File: src/rtl/cpsp_pkg.sv
package cpsp_pkg;

  localparam int          AW      = 20;
  localparam int          NBP     = 8;
  localparam int          NCP     = 7;
  localparam logic [2:0]  FC_CPU  = 3'b111;
  localparam logic [3:0]  T_BKPT  = 4'h0;
  localparam logic [3:0]  T_COPRO = 4'h2;

  typedef enum logic [1:0] {ST_IDLE, ST_WAIT, ST_HOLD} rsp_state_e;

  function automatic logic [3:0] space_type(input logic [AW-1:0] a);
    return a[19:16];
  endfunction

  function automatic logic [2:0] bkpt_num(input logic [AW-1:0] a);
    return a[4:2];
  endfunction

  function automatic logic [2:0] copro_id(input logic [AW-1:0] a);
    return a[15:13];
  endfunction

  function automatic logic [4:0] copro_reg(input logic [AW-1:0] a);
    return a[4:0];
  endfunction

  function automatic logic [NCP:1] id_onehot(input logic [2:0] id);
    logic [NCP:1] r;
    r = '0;
    for (int i = 1; i <= NCP; i++) begin
      if (id == 3'(i)) r[i] = 1'b1;
    end
    return r;
  endfunction

endpackage

File: src/rtl/cpsp_bkpt_store.sv
module cpsp_bkpt_store #(
  parameter int WW = 16,
  parameter int NE = 8
) (
  input  logic                  clk,
  input  logic                  rst_n,
  input  logic                  wr_en,
  input  logic [$clog2(NE)-1:0] wr_idx,
  input  logic [WW-1:0]         wr_word,
  input  logic                  wr_arm,
  input  logic [$clog2(NE)-1:0] rd_idx,
  output logic [WW-1:0]         rd_word,
  output logic                  rd_valid,
  input  logic                  use_en,
  input  logic [$clog2(NE)-1:0] use_idx
);
  localparam int IW = $clog2(NE);

  logic [WW-1:0] words [NE];
  logic [NE-1:0] armed;

  for (genvar g = 0; g < NE; g++) begin : g_entry
    logic [WW-1:0] w_q;
    logic          v_q;
    always_ff @(posedge clk or negedge rst_n) begin
      if (!rst_n) begin
        w_q <= '0;
        v_q <= 1'b0;
      end else if (wr_en && wr_idx == IW'(g)) begin
        w_q <= wr_word;
        v_q <= wr_arm;
      end else if (use_en && use_idx == IW'(g)) begin
        v_q <= 1'b0;
      end
    end
    assign words[g] = w_q;
    assign armed[g] = v_q;
  end

  assign rd_word  = words[rd_idx];
  assign rd_valid = armed[rd_idx];

endmodule

File: src/rtl/cpsp_cp_router.sv
module cpsp_cp_router
  import cpsp_pkg::*;
#(
  parameter int TW = 8
) (
  input  logic          clk,
  input  logic          rst_n,
  input  logic          live,
  input  logic [3:0]    sp_type,
  input  logic [2:0]    id,
  input  logic [4:0]    regsel_in,
  input  logic [NCP:1]  cp_ack,
  input  logic          waiting,
  input  logic [TW-1:0] limit,
  output logic [NCP:1]  cp_sel,
  output logic [4:0]    cp_regsel,
  output logic          ack_hit,
  output logic          timed_out
);
  logic [TW-1:0] cnt;
  logic          claim;

  assign claim     = live && (sp_type == T_COPRO) && (id != 3'd0);
  assign cp_sel    = claim ? id_onehot(id) : '0;
  assign cp_regsel = claim ? regsel_in : '0;
  assign ack_hit   = |(cp_ack & cp_sel);

  always_ff @(posedge clk or negedge rst_n) begin
    if (!rst_n)        cnt <= '0;
    else if (!waiting) cnt <= '0;
    else               cnt <= cnt + 1'b1;
  end

  assign timed_out = waiting &&
                     (((TW+1)'(cnt) + (TW+1)'(1)) >= (TW+1)'(limit));

endmodule

File: src/rtl/cpsp_responder.sv
module cpsp_responder
  import cpsp_pkg::*;
#(
  parameter int WW = 16,
  parameter int TW = 8
) (
  input  logic          clk,
  input  logic          rst_n,
  input  logic          bus_strobe,
  input  logic [2:0]    bus_fc,
  input  logic [19:0]   bus_addr,
  input  logic          byte_port_mode,
  input  logic          one_shot_mode,
  input  logic [TW-1:0] ack_timeout,
  input  logic          host_we,
  input  logic [2:0]    host_idx,
  input  logic [WW-1:0] host_word,
  input  logic          host_arm,
  input  logic [7:1]    cp_ack,
  output logic [7:1]    cp_sel,
  output logic [4:0]    cp_regsel,
  output logic [WW-1:0] rsp_data,
  output logic          rsp_ack_word,
  output logic          rsp_ack_byte,
  output logic          rsp_berr
);
  localparam int HB = WW / 2;

  rsp_state_e    st;
  logic          cyc_live, at_idle, in_wait;
  logic          ack_hit, timed_out;
  logic [3:0]    typ;
  logic [2:0]    bp, cid;
  logic [WW-1:0] rd_word;
  logic          rd_valid;
  logic          pend;
  logic [WW-1:0] hold;
  logic [2:0]    pidx;
  logic          bp_take;
  logic [2:0]    take_idx;
  logic          unused_addr_bits;

  assign cyc_live         = bus_strobe && (bus_fc == FC_CPU);
  assign at_idle          = (st == ST_IDLE);
  assign in_wait          = (st == ST_WAIT);
  assign typ              = space_type(bus_addr);
  assign bp               = bkpt_num(bus_addr);
  assign cid              = copro_id(bus_addr);
  assign unused_addr_bits = ^bus_addr[12:5];

  // final beat of a breakpoint word: disarm in one-shot mode
  assign bp_take  = one_shot_mode && at_idle && cyc_live && (typ == T_BKPT) &&
                    (pend || (rd_valid && !byte_port_mode));
  assign take_idx = pend ? pidx : bp;

  cpsp_bkpt_store #(.WW(WW), .NE(NBP)) u_store (
    .clk      (clk),
    .rst_n    (rst_n),
    .wr_en    (host_we),
    .wr_idx   (host_idx),
    .wr_word  (host_word),
    .wr_arm   (host_arm),
    .rd_idx   (bp),
    .rd_word  (rd_word),
    .rd_valid (rd_valid),
    .use_en   (bp_take),
    .use_idx  (take_idx)
  );

  cpsp_cp_router #(.TW(TW)) u_router (
    .clk       (clk),
    .rst_n     (rst_n),
    .live      (cyc_live),
    .sp_type   (typ),
    .id        (cid),
    .regsel_in (copro_reg(bus_addr)),
    .cp_ack    (cp_ack),
    .waiting   (in_wait),
    .limit     (ack_timeout),
    .cp_sel    (cp_sel),
    .cp_regsel (cp_regsel),
    .ack_hit   (ack_hit),
    .timed_out (timed_out)
  );

  always_ff @(posedge clk or negedge rst_n) begin
    if (!rst_n) begin
      st           <= ST_IDLE;
      rsp_data     <= '0;
      rsp_ack_word <= 1'b0;
      rsp_ack_byte <= 1'b0;
      rsp_berr     <= 1'b0;
      pend         <= 1'b0;
      hold         <= '0;
      pidx         <= '0;
    end else begin
      case (st)
        ST_IDLE: begin
          if (cyc_live) begin
            st <= ST_HOLD;
            if (typ == T_BKPT) begin
              if (pend) begin
                rsp_data     <= WW'(hold[HB-1:0]);
                rsp_ack_byte <= 1'b1;
                pend         <= 1'b0;
              end else if (rd_valid) begin
                if (byte_port_mode) begin
                  rsp_data     <= WW'(rd_word[WW-1:HB]);
                  rsp_ack_byte <= 1'b1;
                  pend         <= 1'b1;
                  hold         <= rd_word;
                  pidx         <= bp;
                end else begin
                  rsp_data     <= rd_word;
                  rsp_ack_word <= 1'b1;
                end
              end else begin
                rsp_berr <= 1'b1;
              end
            end else if (typ == T_COPRO && cid != 3'd0) begin
              st <= ST_WAIT;
            end
          end
        end
        ST_WAIT: begin
          if (!cyc_live) begin
            st <= ST_IDLE;
          end else if (ack_hit) begin
            rsp_ack_word <= 1'b1;
            st           <= ST_HOLD;
          end else if (timed_out) begin
            rsp_berr <= 1'b1;
            st       <= ST_HOLD;
          end
        end
        default: begin
          if (!cyc_live) begin
            st           <= ST_IDLE;
            rsp_data     <= '0;
            rsp_ack_word <= 1'b0;
            rsp_ack_byte <= 1'b0;
            rsp_berr     <= 1'b0;
          end
        end
      endcase
    end
  end

endmodule

File: config.mk
export PLATFORM = sky130hd
export DESIGN_NAME = cpsp_responder
export DESIGN_NICKNAME = d
export VERILOG_FILES = /design/src/rtl/cpsp_pkg.sv /design/src/rtl/cpsp_bkpt_store.sv /design/src/rtl/cpsp_cp_router.sv /design/src/rtl/cpsp_responder.sv
export SDC_FILE = /design/constraint.sdc
export NUM_CORES = 1
export LEC_CHECK = 0
export ABC_CLOCK_PERIOD_IN_PS = 6300
export BUFFER_PORTS_ARGS = -buffer_cell sky130_fd_sc_hd__buf_2
export CAP_MARGIN = 15
export CORE_ASPECT_RATIO = 0.9
export CORE_UTILIZATION = 30
export DETAILED_ROUTE_END_ITERATION = 16
export PLACE_DENSITY = 0.52
export SLEW_MARGIN = 20
export SYNTH_ARGS = -nofsm -noshare
export SYNTH_HDL_FRONTEND = slang
export SYNTH_SLANG_ARGS = --single-unit
File: constraint.sdc
create_clock -name clk -period 6.3 [get_ports clk]
set_input_delay 1.26 -clock clk [delete_from_list [all_inputs] [get_ports clk]]
set_output_delay 1.26 -clock clk [all_outputs]
set_load 0.02 [all_outputs]
==> impl_metrics.yaml, run 1 <==
run_status:
  status: "complete, no violations"
timing:
  slew_viol_final: 0
  hold_violations: 0
  slew_headroom: 0.2871
  setup_viol: 0
  period_minus_slack_ps: 3754
  fin_skew_ps: 9.303
  rsz0062_at_grt: "no"
  worst_pin_slew_ps: 1066
  hold_ws_ps: 495.5
  max_freq_ghz: 0.2664
  setup_tns_ps: 0
  timing.final.crit_share: 0.5959
clock_network:
  post-cts-setup-buffer-count: 0
  cts-htree-levels: 4
  hold_buffers: 0
  numCtsBuffers: 17
  cts.clk_slew.worst_paths_ps: 70
  clock_path_buffers: 2
  clock_sinks: 177
  clockRootBuffer: "clkbuf_16"
  clk_latency_ps: 430
  post_cts_resized: 0
  tritoncts: "done"
power_and_ir_drop:
  p_sw_frac: 0.2887
  pwr-share-seq: 0.475
  netSwitchingPower_uw: 890.4
  clock_power_share: 0.322
  p_comb_frac: 0.203
  fin_total_pwr_mw: 3.085
  max-vdd-ir-drop_v: 0.0001795
  power_density_nw_per_um2: 305.9
  p_int_mw: 2.194
  p_leak_nw: 4.607
hold_path:
  worst_hold_path.num_cells: 1
  min-delay-path-class: "reg2reg"
placement:
  placed_cell_area_sq_um: 9518
  placement.io_buffers: 86
  globalplace.congestion: 0.8152
  hpwl_um: 13890
synthesis:
  ys.flop_type: "dfrtp_1"
  ys_types: 57
  synth_area_leader_cell: "dfrtp_1"
  syn-cell-area_sq_um: 8762
  synth_fp_nets: 766
  synth_edf_count: 0
  synth_most_common_cell: "dfrtp_1"
  yosys_warnings: 0
  syn_area_per_cell_sq_um: 12.70
  synth_seq_cells: 177
  async_reset_ff_frac: 1.000
  syn_inst: 690
  synthTopCellsByArea: "dfrtp_1 51%, mux2_2 19%, mux2i_1 6.2%, a22oi_1 1.7%, ha_1 1.7%"
  yosysSeqAreaShare: 0.5055
  synth_top_area_share: 0.5055
  synth_common_cells: "177 x dfrtp_1, 144 x mux2_2, 54 x mux2i_1"
floorplan:
  core_area_sq_um: 28300
  die_w_um: 182.1
  dieHeight_um: 164.1
  initial_core_util: 0.3096
  dieArea_sq_um: 29900
  rows: 58
  io_pins: 95
route:
  drtIter0Drc: 276
  routedWlPerCell_um: 18.69
  avgViaCountPerCell: 5.026
  firstDrtPassIters: 4
  drc: 0
  drt-total-wl_um: 21320
  vias: 5735
  ant_nets: 0
critical_path:
  reg2regPathDepth: 7
  required_ps: 5040
  critical_path.max_fanout: 62
  cp_data_arrival_time_ps: 2490
  worstSetupStartpointType: "input pin"
  end_kind: "output port"
  setup.worst_path.class: "in2out"
global_routing:
  grt_first_pass_wirelength_um: 33870
  grt_max_degree: 99
  grt_pass1_vias: 5738
  grt-ovfl-total: 0
  track_usage: 0.1500
  antenna_found_initial: 1
job:
  maxCapViolCount: 0
finish:
  syn_to_final_growth_pct: 15.08
  fill_cells: 2793
  drive_gt1_frac: 0.3764
  diodes: 0
  final_nets: 844
  design_area_sq_um: 10080
==> placed cells by master (no fill, tap or decap), drive strengths merged, types with 4 or more instances in the layout <==
cell type  instances
mux4              10
nor2b              9
and2              10
o21ai             26
dfrtp            177
a22oi             22
nor3              17
o311ai             4
inv               25
mux2             144
o31ai              6
clkinv             5
nand3             17
nor2              25
clkbuf            21
nand2             28
ha                12
clkinvlp           4
a221o              8
a21oi              9
buf               97
and3               7
mux2i             54
==> power by group through the flow <==
stage | Combinational (mW) | Sequential (mW) | Clock, mW
after floorplan | 0.442 | 1.47 | 0
after global placement | 0.624 | 1.48 | 0
after detailed placement | 0.632 | 1.48 | 0
after CTS | 0.634 | 1.46 | 1.02
after global routing | 0.693 | 1.49 | 1.07
final | 0.627 | 1.46 | 0.994
==> sequential cells by signal (all words and copies together) (netlist names) <==
| name | cells |
|---|---|
| rsp_data | 16 |
| u_store.g_entry.w_q | 128 |
| pend | 1 |
| u_router.cnt | 8 |
| rsp_ack_byte | 1 |
| hold | 8 |
| rsp_berr | 1 |
| pidx | 3 |
| st | 2 |
| rsp_ack_word | 1 |
| u_store.g_entry.v_q | 8 |
==> per-layer routing <==
layer  wire length [um]  share of wire  global-route usage  up-vias
met5                 17        0.00080                   0        -
met4                126         0.0059             0.02865        2
met3                805          0.038             0.03570       13
met2               9936           0.47              0.2417       89
met1              10440           0.49              0.2059     2920
li1                   -              -                   -     2711
==> worst paths after layout <==
| path | startpoint | end | slack [ps] |
|---|---|---|---|
| max | bus_addr[4] | cp_regsel[4] | 2550 |
| min | u_router.cnt[0] | u_router.cnt[0] | 500 |
| max reg2reg | st[0] | rsp_data[1] | 3350 |
| min reg2reg | u_router.cnt[0] | u_router.cnt[0] | 500 |
| max in group asynchronous | rst_n | u_store.g_entry[6].w_q[6] | 4090 |
| min in group asynchronous | rst_n | u_store.g_entry[7].w_q[5] | 920 |
==> through the flow <==
| step | std cells | utilization | worst slack (ps) |
|---|---|---|---|
| global route | 1141 | 0.3563 | 2390 |
| detailed placement | 1108 | 0.3363 | 2277 |
| global placement | 1108 | 0.3363 | 2326 |
| floorplan | 690 | - | 2588 |
| CTS | 1140 | 0.3557 | 2534 |
| finish | 1141 | 0.3563 | 2546 |
==> critical path, stage by stage <==
cell	delay (ps)
buf_4	770
and2_1	230
buf_2	170
==> cell type report <==
| type | count | area (sq um) | area share |
|---|---|---|---|
| repair buffers | 97 | 529.3 | 0.05249 |
| clock buffers | 21 | 470.5 | 0.04666 |
| flip-flops and latches | 177 | 4429 | 0.4393 |
| inverters | 23 | 86.33 | 0.008562 |
| well taps | 360 | 450.4 | 0.04467 |
| multi-input cells | 452 | 4038 | 0.4004 |
| clock inverters | 11 | 80.08 | 0.007941 |
==> logic make-up after synthesis <==
logic type | after synthesis | share of synthesized area
AND/OR/NAND/NOR | 131 | 0.08068
multiplexers | 208 | 0.2746
flip-flops | 177 | 0.5055
buffers and inverters | 61 | 0.03627
adder cells (fa/ha/maj) | 12 | 0.01714
AO/OA/AOI/OAI | 95 | 0.07982
XOR/XNOR | 6 | 0.005999
Power figures use the tool's default switching activity.
==> run 2: changes to the inputs <==
- ABC_AREA: default -> 1
- ABC_CLOCK_PERIOD_IN_PS: 6300 -> 3400
- PLACE_DENSITY: 0.52 -> 0.54
- clock period: 6.3 -> 3.4 ns (I/O delays scaled with it)
==> run 2 against run 1 <==
  * Die area decreased by 0.90%
  * Sequential cell count unchanged
  * Worst hold slack worse by 230 ps
  * Synthesized cell count grew 56%
  * Combinational power increased by 88%
  * Power increased by 94%
  * Sequential share of layout area decreased by 0.14 points
  * Highest routed layer is now met4
==> impl_metrics.yaml, run 2 <==
synthesis:
  synth_top_area_share: 0.5102
  yosysSeqAreaShare: 0.5102
  synth_edf_count: 0
  synth_common_cells: "282 x nand2_1, 206 x o21ai_0, 177 x dfrtp_1"
  syn_area_per_cell_sq_um: 8.061
  synthTopCellsByArea: "dfrtp_1 51%, nand2_1 12%, o21ai_0 12%, nor2_1 4.7%, inv_1 3.5%"
  async_reset_ff_frac: 1.000
  syn-cell-area_sq_um: 8682
  ys_types: 37
  synth_seq_cells: 177
  yosys_warnings: 0
  synth_area_leader_cell: "dfrtp_1"
  ys.flop_type: "dfrtp_1"
  syn_inst: 1077
  synth_most_common_cell: "nand2_1"
  synth_fp_nets: 1153
floorplan:
  die_w_um: 181.3
  dieArea_sq_um: 29630
  initial_core_util: 0.3076
  dieHeight_um: 163.4
  rows: 58
  io_pins: 95
  core_area_sq_um: 28230
timing:
  slew_headroom: 0.4521
  max_freq_ghz: 0.3617
  timing.final.crit_share: 0.8131
  setup_tns_ps: 0
  fin_skew_ps: 9.743
  worst_pin_slew_ps: 821.0
  slew_viol_final: 0
  period_minus_slack_ps: 2765
  rsz0062_at_grt: "no"
  hold_ws_ps: 266.6
  setup_viol: 0
  hold_violations: 0
route:
  firstDrtPassIters: 7
  avgViaCountPerCell: 4.850
  ant_nets: 0
  drt-total-wl_um: 23830
  vias: 7362
  drtIter0Drc: 494
  drc: 0
  routedWlPerCell_um: 15.70
clock_network:
  tritoncts: "done"
  clock_path_buffers: 2
  numCtsBuffers: 17
  clock_sinks: 177
  clockRootBuffer: "clkbuf_16"
  post-cts-setup-buffer-count: 0
  clk_latency_ps: 440
  post_cts_resized: 0
  hold_buffers: 0
  cts-htree-levels: 4
  cts.clk_slew.worst_paths_ps: 70
hold_path:
  min-delay-path-class: "in2async"
finish:
  largest_register_ffs: 128
  final_cell_mix: "282 x nand2_1, 206 x o21ai_0, 177 x dfrtp_1"
  diodes: 0
  layout_commonest_cell: "nand2_1"
  syn_to_final_growth_pct: 16.52
  top_register: "u_store.g_entry.w_q"
  final_nets: 1223
  reg_top3: "u_store.g_entry.w_q: 128 flops, rsp_data: 16 flops"
  layoutNonFillerInstCount: 1518
  drive_gt1_frac: 0.1364
  post-route-util: 0.3583
critical_path:
  critical_path.max_fanout: 11
  reg2reg_from: "u_router.cnt[0]"
  timing.rr.end: "st[1]"
  setup.worst_path.class: "in2out"
  reg2regPathDepth: 16
  worstSetupStartpointType: "input pin"
  reg2reg_slack_ps: 920
  required_ps: 2720
  end_kind: "output port"
  cp_data_arrival_time_ps: 2080
power_and_ir_drop:
  max-vdd-ir-drop_v: 0.0002693
  power_density_nw_per_um2: 591.2
  p_leak_nw: 4.995
  fin_total_pwr_mw: 5.980
run_status:
  status: "complete, no violations"
job:
  maxCapViolCount: 0
placement:
  hpwl_um: 15730
  dp_cells: 1488
  placement.io_buffers: 86
  globalplace.congestion: 0.8114
global_routing:
  grt_max_degree: 77
  grt-ovfl-total: 0
  track_usage: 0.1691
  grt_pass1_vias: 6943
  antenna_found_initial: 0
  grt_first_pass_wirelength_um: 38730
run 2: cell count changes in the layout (fill, tap and decap cells not counted), sizes merged, moves of 11 or more:
cell   before  now
a22oi      22    0
buf        97  108
o21ai      26  222
inv        25   88
mux2i      54    7
nand2      28  284
o22ai       3   22
nor2       25  111
mux2      144    0
run 2: through the flow:
stage | instance area (sq um) | setup slack (ps)
floorplan | 8682 | 671.4
global placement | 9489 | 624.7
detailed placement | 9489 | 585.1
CTS | 10120 | 588.9
global route | 10120 | 423.3
finish | 10120 | 635.4
run 2: logic make-up after synthesis:
kind of cell,count (synthesis),synth area share
xor gates and xnor gates,4,0.004036
buffers and inverters,145,0.07206
DFF,177,0.5102
AOI/OAI and AO/OA,288,0.1781
muxes,7,0.008071
and+or+nand+nor,444,0.2103
adders and majority gates,12,0.01729
run 2: area by class of cell:
cell class                 instances  area (sq um)
clock buffer                      21         470.5
clock inverter                     9         156.4
inverter                          88         330.3
multi-input combinational        755          3627
tap                              360         450.4
fill                            2988         18110
sequential                       177          4429
timing repair buffer             108         651.9
run 2: power breakdown:
group	internal, mW	switching [mW]	total [mW]
clock	1.28	0.825	2.11
combinational	0.413	0.764	1.18
sequential	2.49	0.205	2.70
run 2: worst max path at each step:
stage	startpoint	endpoint	slack, ps	depth (start not counted)
after CTS	bus_strobe	cp_sel[6]	590	8
final	bus_addr[19]	cp_sel[6]	640	7
after global routing	bus_strobe	cp_sel[6]	420	8
after floorplan	bus_addr[19]	cp_sel[6]	670	6
after global placement	bus_strobe	cp_sel[2]	620	8
after detailed placement	bus_addr[19]	cp_sel[6]	590	7
run 2: critical path: stages:
cell,delay (ps)
buf_2,90
nor2_1,180
nand2_1,90
nor2_2,270
nand2_1,320
nor4_1,250
buf_2,210
run 2: routing by layer:
metal / wire (um) / vias to the layer above / share of wire / track usage
met5: 0 / - / 0 / 0
met4: 306 / 0 / 0.013 / 0.04237
met2: 10520 / 165 / 0.44 / 0.2605
met1: 12020 / 3500 / 0.50 / 0.2425
met3: 990 / 23 / 0.042 / 0.03278
li1: - / 3674 / - / -
==> run 3: changes to the inputs <==
- ABC_CLOCK_PERIOD_IN_PS: 3400 -> 2250
- clock period: 3.4 -> 2.25 ns (I/O delays scaled with it)
==> run 3 against run 2 <==
  * Die area did not move
  * Cell area up 2.5%
  * Register-to-register slack got worse by 800 ps
  * Wire length rose by 1.1%
  * Clock-buffer cell count decreased by 4
  * Largest cell class unchanged
  * Largest power group unchanged
==> impl_metrics.yaml, run 3 (same netlist as run 2, synthesis figures left out) <==
run_status:
  status: "complete, no violations"
global_routing:
  grtUsageMet1: 0.2349
  top_usage_layer: "met2"
  use_met3: 0.03144
  track_usage: 0.1694
  grt_max_degree: 53
  met2_usage: 0.2736
  grt-ovfl-total: 0
  grt_first_pass_wirelength_um: 38990
  antenna_found_initial: 0
  grt_pass1_vias: 7144
timing:
  period_minus_slack_ps: 2125
  timing.final.crit_share: 0.9445
  worst_pin_slew_ps: 864.8
  fin_ws_ps: 125.0
  hold_violations: 0
  setup_viol: 0
  hold_ws_ps: 233.0
  max_freq_ghz: 0.4706
  setup_tns_ps: 0
  rsz0062_at_grt: "yes"
  fin_skew_ps: 8.582
  slew_headroom: 0.4228
  slew_viol_final: 0
placement:
  place_ws_ps: -121.8
  globalplace.congestion: 0.7811
  placement.io_buffers: 86
  hpwl_um: 16270
route:
  routedWlPerCell_um: 15.60
  ant_nets: 0
  vias: 7452
  drc: 0
  firstDrtPassIters: 6
  drt-total-wl_um: 24090
  avgViaCountPerCell: 4.826
  drtIter0Drc: 466
power_and_ir_drop:
  fin_total_pwr_mw: 8.874
  p_sw_frac: 0.3321
  p_leak_nw: 5.109
  max-vdd-ir-drop_v: 0.0003953
  netSwitchingPower_mw: 2.947
  p_comb_frac: 0.207
  p_int_mw: 5.927
  clock_power_share: 0.334
  power_density_nw_per_um2: 855.6
  pwr-share-seq: 0.458
clock_network:
  clk_latency_ps: 440
  numCtsBuffers: 17
  tritoncts: "done"
  clock_sinks: 177
  cts-htree-levels: 4
  clock_path_buffers: 2
  cts.clk_slew.worst_paths_ps: 70
  clockRootBuffer: "clkbuf_16"
finish:
  reg_top3: "u_store.g_entry.w_q: 128 flops, rsp_data: 16 flops"
  top_register: "u_store.g_entry.w_q"
  layout_commonest_cell: "nand2_1"
  multi_input_area_sq_um: 3707
  drive_gt1_frac: 0.1689
  diodes: 0
  final_nets: 1247
  final_cell_mix: "278 x nand2_1, 206 x o21ai_0, 177 x dfrtp_1"
  regArea_sq_um: 4429
  largest_register_ffs: 128
  fill_cells: 2988
  syn_to_final_growth_pct: 19.46
floorplan:
  dieArea_sq_um: 29630
  dieHeight_um: 163.4
  rows: 58
  initial_core_util: 0.3076
  io_pins: 95
  die_w_um: 181.3
  core_area_sq_um: 28230
job:
  maxCapViolCount: 0
critical_path:
  setup.worst_path.class: "reg2reg"
  end_kind: "flop"
  cpMostUsedCell: "nand2_1"
  timing.rr.end: "st[0]"
  reg2regPathDepth: 16
  required_ps: 2580
  worstSetupStartpointType: "flop"
  reg2reg_from: "u_router.cnt[0]"
  reg2reg_slack_ps: 120
  path_buf_inv: 2
  critical_path.max_fanout: 3
  path_cells: "ha_2 > nand2_2 > nor2_4 > xnor2_2 > inv_2 > ha_4 > nand2_2 > inv_1 > nand2_1 > nand3_1 > nand2_1 > nand2_1 > a21oi_2 > nand4_1 > nand3_1 > nand2_1"
  cp_data_arrival_time_ps: 2450
  crit_family: "simple AND/OR/NAND/NOR gates"
  cpPeakStageDelay_ps: 370
  cp_slowest_cell: "dfrtp_1"
hold_path:
  min-delay-start: "host_word[14]"
  min_to: "u_store.g_entry[4].w_q[14]"
  min-delay-path-class: "in2reg"
  worst_hold_path.num_cells: 3
==> run 3: routing by layer <==
layer | vias to the layer above | wire length (um)
li1 | 3737 | -
met1 | 3520 | 12040
met2 | 177 | 10660
met3 | 18 | 1140
met4 | 0 | 242
met5 | - | 0
==> run 3: area by class of cell <==
| type | count | area share |
|---|---|---|
| Sequential cell | 177 | 0.4271 |
| Multi-Input combinational cell | 755 | 0.3575 |
| Inverter | 88 | 0.03185 |
| Clock inverter | 15 | 0.01592 |
| Clock buffer | 17 | 0.04102 |
| Tap cell | 360 | 0.04343 |
| Timing Repair Buffer | 132 | 0.08324 |
==> run 3: worst reg2reg max path: cells and delay by family, from the launching register on <==
family	cells	cell delay (ps)
AND/OR/NAND/NOR	10	820
XOR/XNOR	1	140
buffers and inverters	2	100
adder cells (fa/ha/maj)	2	410
AO/OA/AOI/OAI	1	170
flip-flops	1	370
==> run 3: how the worst max path moves through the flow <==
stage / start / to / slack, ps / cells after the start
floorplan: bus_addr[19] / cp_sel[1] / 140 / 6
global placement: u_router.cnt[0] / st[0] / -60 / 16
detailed placement: u_router.cnt[0] / st[0] / -120 / 16
CTS: u_router.cnt[0] / st[0] / 10 / 16
global route: u_router.cnt[0] / st[1] / -70 / 17
finish: u_router.cnt[0] / st[0] / 120 / 16
==> run 3: stage by stage <==
| stage | utilization | instance area, sq um | cells |
|---|---|---|---|
| floorplan | - | 8688 | 1077 |
| global placement | 0.3428 | 9678 | 1509 |
| detailed placement | 0.3428 | 9678 | 1509 |
| CTS | 0.3657 | 10320 | 1543 |
| global route | 0.3674 | 10370 | 1544 |
| finish | 0.3674 | 10370 | 1544 |
==> run 3: power by group through the flow <==
stage,Clock (mW),Combinational [mW],Sequential [mW]
after floorplan,0,1.15,4.17
after global placement,0,1.83,4.11
after detailed placement,0,1.85,4.13
after CTS,3.03,1.86,4.07
after global routing,3.15,2.11,4.14
final,2.97,1.84,4.07
==> run 3: what timing repair did <==
item	in CTS	in global routing
hold endpoints to repair	21	0
buffers inserted	1	1
pin swaps	7	7
gates resized for setup	8	10
setup endpoints to repair	3	4
hold buffers	1	0
gates cloned	0	0
